--- src/rtl/mm3_pkg.sv ---
package mm3_pkg;
   // number of sample components, output lanes and matrix rows
   localparam int MM_LANES       = 3;
   localparam int MM_ROW_W       = $clog2(MM_LANES + 1);
   // registers inside one lane: product, sum, rounded result
   localparam int MM_LANE_STAGES = 3;
   // input capture plus lane stages
   localparam int MM_LATENCY     = 1 + MM_LANE_STAGES;
endpackage

--- src/rtl/mm3_coef_bank.sv ---
module mm3_coef_bank
   import mm3_pkg::*;
#(
   parameter int COEF_W = 10
)(
   input  logic                                        clk,
   input  logic                                        rst_n,
   input  logic                                        wr_en,
   input  logic [MM_ROW_W-1:0]                         wr_row,
   input  logic [MM_LANES-1:0][COEF_W-1:0]             wr_word,
   output logic [MM_LANES-1:0][MM_LANES-1:0][COEF_W-1:0] coef
);

   if (COEF_W < 2) begin : g_bad_coef_w
      $error("mm3_coef_bank: COEF_W must be at least 2");
   end

   always_ff @(posedge clk or negedge rst_n) begin
      if (!rst_n) begin
         coef <= '0;
      end else begin
         for (int r = 0; r < MM_LANES; r++) begin
            if (wr_en && (wr_row == MM_ROW_W'(r))) begin
               coef[r] <= wr_word;
            end
         end
      end
   end


   row_ignore_chk: assert property (@(posedge clk) disable iff (!rst_n)
      (wr_en && (wr_row >= MM_ROW_W'(MM_LANES))) |=> $stable(coef));


   idle_hold_chk: assert property (@(posedge clk) disable iff (!rst_n)
      (!wr_en) |=> $stable(coef));

endmodule

--- src/rtl/mm3_dot_lane.sv ---
module mm3_dot_lane
   import mm3_pkg::*;
#(
   parameter int DATA_W   = 12,
   parameter int COEF_W   = 10,
   parameter int FRAC_W   = COEF_W - 1,
   parameter bit ROUND_EN = 1'b1
)(
   input  logic                              clk,
   input  logic                              rst_n,
   input  logic [MM_LANES-1:0][DATA_W-1:0]   smp,
   input  logic [MM_LANES-1:0][COEF_W-1:0]   kvec,
   output logic [DATA_W-1:0]                 result
);

   localparam int PROD_W = DATA_W + COEF_W;
   localparam int SUM_W  = PROD_W + $clog2(MM_LANES);
   localparam int RND_W  = SUM_W + 1;
   localparam logic [RND_W-1:0] HALF_LSB = RND_W'(1) << (FRAC_W - 1);

   if (FRAC_W < 1 || FRAC_W >= COEF_W) begin : g_bad_frac
      $error("mm3_dot_lane: FRAC_W must lie in 1..COEF_W-1");
   end
   if (RND_W < FRAC_W + DATA_W) begin : g_bad_range
      $error("mm3_dot_lane: sum too narrow for output slice");
   end

   logic signed [PROD_W-1:0] prod_q [MM_LANES];
   logic signed [SUM_W-1:0]  sum_d;
   logic signed [SUM_W-1:0]  sum_q;
   logic signed [RND_W-1:0]  rnd_w;

   // stage 1: nine-way parallel multiply, one per component here
   always_ff @(posedge clk or negedge rst_n) begin
      if (!rst_n) begin
         for (int i = 0; i < MM_LANES; i++) prod_q[i] <= '0;
      end else begin
         for (int i = 0; i < MM_LANES; i++) begin
            prod_q[i] <= $signed({{COEF_W{smp[i][DATA_W-1]}}, smp[i]})
                       * $signed({{DATA_W{kvec[i][COEF_W-1]}}, kvec[i]});
         end
      end
   end

   // stage 2: full-precision sum
   always_comb begin
      sum_d = '0;
      for (int i = 0; i < MM_LANES; i++) begin
         sum_d = sum_d + SUM_W'(prod_q[i]);
      end
   end

   always_ff @(posedge clk or negedge rst_n) begin
      if (!rst_n) sum_q <= '0;
      else        sum_q <= sum_d;
   end

   // stage 3: rounding variant chosen at elaboration
   if (ROUND_EN) begin : g_round_half_up
      assign rnd_w = RND_W'(sum_q) + HALF_LSB;
   end else begin : g_truncate
      assign rnd_w = RND_W'(sum_q);
   end

   always_ff @(posedge clk or negedge rst_n) begin
      if (!rst_n) result <= '0;
      else        result <= rnd_w[FRAC_W +: DATA_W];
   end

   logic unused_rnd_bits;
   assign unused_rnd_bits = ^{rnd_w[RND_W-1:FRAC_W+DATA_W], rnd_w[FRAC_W-1:0]};

   logic prod_zero;
   always_comb begin
      prod_zero = 1'b1;
      for (int i = 0; i < MM_LANES; i++) begin
         if (prod_q[i] != '0) prod_zero = 1'b0;
      end
   end


   zero_sum_chk: assert property (@(posedge clk) disable iff (!rst_n)
      prod_zero |=> ##1 (result == '0));

endmodule

--- src/rtl/mm3_valid_pipe.sv ---
module mm3_valid_pipe #(
   parameter int DEPTH = 4
)(
   input  logic clk,
   input  logic rst_n,
   input  logic vin,
   output logic vout
);

   if (DEPTH < 2) begin : g_bad_depth
      $error("mm3_valid_pipe: DEPTH must be at least 2");
   end

   logic [DEPTH-1:0] stage_q;

   always_ff @(posedge clk or negedge rst_n) begin
      if (!rst_n) stage_q <= '0;
      else        stage_q <= {stage_q[DEPTH-2:0], vin};
   end

   assign vout = stage_q[DEPTH-1];

endmodule

--- src/rtl/matmul3x3.sv ---
module matmul3x3
   import mm3_pkg::*;
#(
   parameter int DATA_W   = 12,
   parameter int COEF_W   = 10,
   parameter bit ROUND_EN = 1'b1
)(
   input  logic                clk,
   input  logic                rst_n,
   input  logic                in_valid,
   input  logic [DATA_W-1:0]   a,
   input  logic [DATA_W-1:0]   b,
   input  logic [DATA_W-1:0]   c,
   input  logic                k_load,
   input  logic [MM_ROW_W-1:0] k_row,
   input  logic [COEF_W-1:0]   ka,
   input  logic [COEF_W-1:0]   kb,
   input  logic [COEF_W-1:0]   kc,
   output logic                out_valid,
   output logic [DATA_W-1:0]   x,
   output logic [DATA_W-1:0]   y,
   output logic [DATA_W-1:0]   z
);

   localparam int FRAC_W = COEF_W - 1;
   localparam int WARM_W = $clog2(MM_LATENCY + 1);

   if (DATA_W < 2) begin : g_bad_data_w
      $error("matmul3x3: DATA_W must be at least 2");
   end
   if (MM_LANES != 3) begin : g_bad_lanes
      $error("matmul3x3: port list is built for three lanes");
   end

   logic [MM_LANES-1:0][DATA_W-1:0]                smp_q;
   logic [MM_LANES-1:0][MM_LANES-1:0][COEF_W-1:0]  coef;
   logic [MM_LANES-1:0][DATA_W-1:0]                res;

   // registered sample capture
   always_ff @(posedge clk or negedge rst_n) begin
      if (!rst_n) smp_q <= '0;
      else        smp_q <= {c, b, a};
   end

   mm3_coef_bank #(
      .COEF_W (COEF_W)
   ) u_coef (
      .clk     (clk),
      .rst_n   (rst_n),
      .wr_en   (k_load),
      .wr_row  (k_row),
      .wr_word ({kc, kb, ka}),
      .coef    (coef)
   );

   for (genvar r = 0; r < MM_LANES; r++) begin : g_lane
      mm3_dot_lane #(
         .DATA_W   (DATA_W),
         .COEF_W   (COEF_W),
         .FRAC_W   (FRAC_W),
         .ROUND_EN (ROUND_EN)
      ) u_lane (
         .clk    (clk),
         .rst_n  (rst_n),
         .smp    (smp_q),
         .kvec   (coef[r]),
         .result (res[r])
      );
   end

   mm3_valid_pipe #(
      .DEPTH (MM_LATENCY)
   ) u_vld (
      .clk   (clk),
      .rst_n (rst_n),
      .vin   (in_valid),
      .vout  (out_valid)
   );

   assign x = res[0];
   assign y = res[1];
   assign z = res[2];

   // edges seen since reset, saturating; guards the latency window
   logic [WARM_W-1:0] warm_q;
   always_ff @(posedge clk or negedge rst_n) begin
      if (!rst_n)                              warm_q <= '0;
      else if (warm_q != WARM_W'(MM_LATENCY))  warm_q <= warm_q + 1'b1;
   end


   latency_chk: assert property (@(posedge clk) disable iff (!rst_n)
      (warm_q == WARM_W'(MM_LATENCY)) |-> (out_valid == $past(in_valid, MM_LATENCY)));


   reset_out_chk: assert property (@(posedge clk) disable iff (!rst_n)
      (warm_q == '0) |-> (!out_valid && x == '0 && y == '0 && z == '0));

endmodule

--- config.mk ---
export PLATFORM = sky130hd
export DESIGN_NAME = matmul3x3
export DESIGN_NICKNAME = d
export VERILOG_FILES = /design/src/rtl/mm3_pkg.sv /design/src/rtl/mm3_coef_bank.sv /design/src/rtl/mm3_dot_lane.sv /design/src/rtl/mm3_valid_pipe.sv /design/src/rtl/matmul3x3.sv
export SDC_FILE = /design/constraint.sdc
export NUM_CORES = 2
export LEC_CHECK = 0
export ABC_AREA = 1
export BUFFER_PORTS_ARGS = -buffer_cell sky130_fd_sc_hd__buf_4
export CAP_MARGIN = 0
export CORE_ASPECT_RATIO = 0.7
export CORE_MARGIN = 3
export CORE_UTILIZATION = 24
export CTS_BUF_LIST = sky130_fd_sc_hd__clkbuf_2
export CTS_CLUSTER_DIAMETER = 120
export CTS_CLUSTER_SIZE = 40
export DETAILED_ROUTE_END_ITERATION = 12
export SYNTH_ARGS = -nofsm -noshare
export SYNTH_HDL_FRONTEND = slang
export SYNTH_SLANG_ARGS = --single-unit
--- constraint.sdc ---
create_clock -name clk -period 5.5 [get_ports clk]
set_clock_uncertainty 0.2 [all_clocks]
set_input_delay 0.275 -clock clk [delete_from_list [all_inputs] [get_ports clk]]
set_output_delay 0.275 -clock clk [all_outputs]
set_load 0.005 [all_outputs]
==> impl_metrics.json <==
{
  "synth_edf_count": 0,
  "seq_area_frac_synth_pct": 16.8,
  "vias": 45300,
  "root_buffer": "clkbuf_2",
  "reg2reg_depth": 19,
  "synth.largest_area_cell": "fa_1",
  "hp-start": "g_lane[2].u_lane.sum_q[20]",
  "rsz0062_at_grt": "no",
  "fp-row-count": 151,
  "yosysWarnings": 0,
  "fmax_mhz": 191,
  "postRouteAntennaNets": 0,
  "netlist_top_cells_area": "fa_1 (34%), dfrtp_1 (17%), nand2_1 (13%), inv_1 (13%), ha_1 (11%)",
  "tns_ns": 0,
  "fp.dieH_um": 420,
  "wl_per_cell_um": 14.6,
  "min_period_over_period_pct": 95.2,
  "slew_violations": 0,
  "clk_pin_slew_worst_paths_ns": 0.71,
  "synthFlopType": "dfrtp_1",
  "drt_wl_total_um": 158000,
  "drt_drc_violations_left": 0,
  "cp.arrival_ns": 6.38,
  "first_global_vias": 44800,
  "worst_pin_slew_ns": 0.942,
  "synth_top_area_share_pct": 33.6,
  "viasPerCell": 4.17,
  "required_ns": 6.64,
  "relSlewSlack_pct": 37.2,
  "first_iter_violations": 3499,
  "port_buffers": 108,
  "yosys.cell_count.top_type": "nand2_1",
  "hp-class": "flop to flop",
  "globalplace.congestion": 0.900,
  "cts-htree-levels": 1,
  "crit_top_cell": "fa_1",
  "post_synth_num_cell_types": 41,
  "synth_fp_nets": 8908,
  "final_nets": 9202,
  "ys_ff_latch": 394,
  "grt.total_usage_pct": 12.9,
  "hold_path_depth": 1,
  "synth_commonest_cells": "nand2_1 (2,003), inv_1 (1,955), fa_1 (984)",
  "clock_sinks": 394,
  "place.detailed.hpwl_um": 132000,
  "grt_pass1_wl_um": 256000,
  "cts_tree": "built",
  "areaGrowthSynthToFinish_pct": 14.0,
  "drv_cap": 0,
  "antenna_found_initial": 18,
  "core_mm2": 0.243,
  "cp-end-kind": "flop",
  "die-area_mm2": 0.250,
  "crit_chain": "buf_12, buf_4, nand2_1, fa_1, inv_1, fa_1, inv_1, fa_1, fa_1, fa_1, inv_1, ha_1, nand4_1, nor2_1, nand3_1, nand3_1, inv_1, nand2_1, nand2_1",
  "cts_max_path_buffers": 3,
  "setup_viol": 0,
  "drt_pass1_iterations": 6,
  "cp-startpoint": "smp_q[35]",
  "avgSynthCellArea_um2": 8.00,
  "crit_slowest_cell": "fa_1",
  "initial_core_util_pct": 24.2,
  "insertion_delay_ns": 1.57,
  "die_w_um": 597,
  "grt_max_degree": 157,
  "grt-ovfl-total": 0,
  "synth_area_mm2": 0.0587,
  "status": "completed",
  "syn_inst": 7333,
  "drive_gt1_share_pct": 4.61,
  "cp.depth": 19,
  "critical-path-top-delay-family": "adder cells",
  "crit_fanout": 25,
  "path_class": "flop to flop",
  "r2r_start": "smp_q[35]",
  "cts_buffers": 21,
  "num_io_pins": 109,
  "hold_viol": 0,
  "slowest_delay_ns": 0.68,
  "path_buf_inv": 6,
  "startpoint_type": "flop",
  "synthArstFlopShare_pct": 100,
  "fin_crit_ns": 5.24
}
stage by stage:
stage | utilization (%) | instances | setup slack (ns) | instance area (um^2) | hold WS (ns)
2_1_floorplan | - | 7333 | 0.541 | 58700 | -0.221
3_3_place_gp | 26.4 | 10600 | 0.221 | 64000 | 0.0390
3_5_place_dp | 26.4 | 10600 | 0.168 | 64000 | 0.0346
4_1_cts | 27.5 | 10800 | 0.0664 | 66800 | 0.0343
5_1_grt | 27.6 | 10900 | 0.0136 | 66900 | 0.0586
6_report | 27.6 | 10900 | 0.263 | 66900 | 0.0513
area by class of cell:
cell class,instances,area (um^2)
Antenna cell,12,30.0
Tap cell,3213,4020
Fill cell,26200,176000
Clock buffer,21,105
Clock inverter,14,357
Multi-Input combinational cell,4770,40700
Timing Repair Buffer,478,4450
Inverter,1962,7360
Sequential cell,394,9890
routing by layer:
metal / wire, um / share of wire, % / track usage (%) / vias to the layer above
li1: - / - / - / 21900
met1: 79700 / 50 / 20.2 / 22200
met2: 63700 / 40 / 18.4 / 1248
met3: 13200 / 8.3 / 2.76 / 73
met4: 1620 / 1.0 / 1.22 / 0
met5: 0 / 0 / 0 / -
flip-flops by register name, summed over array words and instances (netlist names):
register	cells
g_lane.u_lane.prod_q	189
g_lane.u_lane.result	36
g_lane.u_lane.sum_q	39
smp_q	36
u_coef.coef	90
u_vld.stage_q	4
placed cells by master (no fill, tap or decap), types with 20 or more instances in the layout:
master	count
a21oi_1	208
buf_12	20
buf_4	228
clkbuf_2	21
dfrtp_1	375
dlygate4sd3_1	225
fa_1	984
ha_1	518
inv_1	1954
nand2_1	2001
nand3_1	236
nand4_1	25
nor2_1	302
o21ai_0	176
xnor2_1	37
xor2_1	144
final timing paths:
check / to / slack (ns)
min reg2reg: g_lane[2].u_lane.result[11] / 0.05
min in group asynchronous: u_coef.coef[21] / 0.70
min: g_lane[2].u_lane.result[11] / 0.05
max in group asynchronous: g_lane[0].u_lane.prod_q[63] / 2.93
max reg2reg: g_lane[2].u_lane.prod_q[20] / 0.26
max: g_lane[2].u_lane.prod_q[20] / 0.26
repair_timing:
| action | CTS | global route |
|---|---|---|
| hold endpoints to repair | 521 | 0 |
| hold buffers | 227 | 0 |
| resized for setup | 0 | 28 |
| setup buffers | 0 | 5 |
| endpoints found under the setup margin | 0 | 27 |
cell families (layout without fill, tap and decap cells):
logic type      after synthesis  count (layout)  share of synthesized area, %
buf+inv                    2169            2475                          13.9
compound gates              437             437                          3.94
other cells                   0              12                             0
flops                       394             394                          16.8
xor+xnor                    182             182                          2.72
fa+ha+maj                  1503            1503                          44.7
simple gates               2648            2648                          18.0
Power is not shown: default switching activity piles up to over one toggle a cycle in this logic, so the estimate is an artifact.
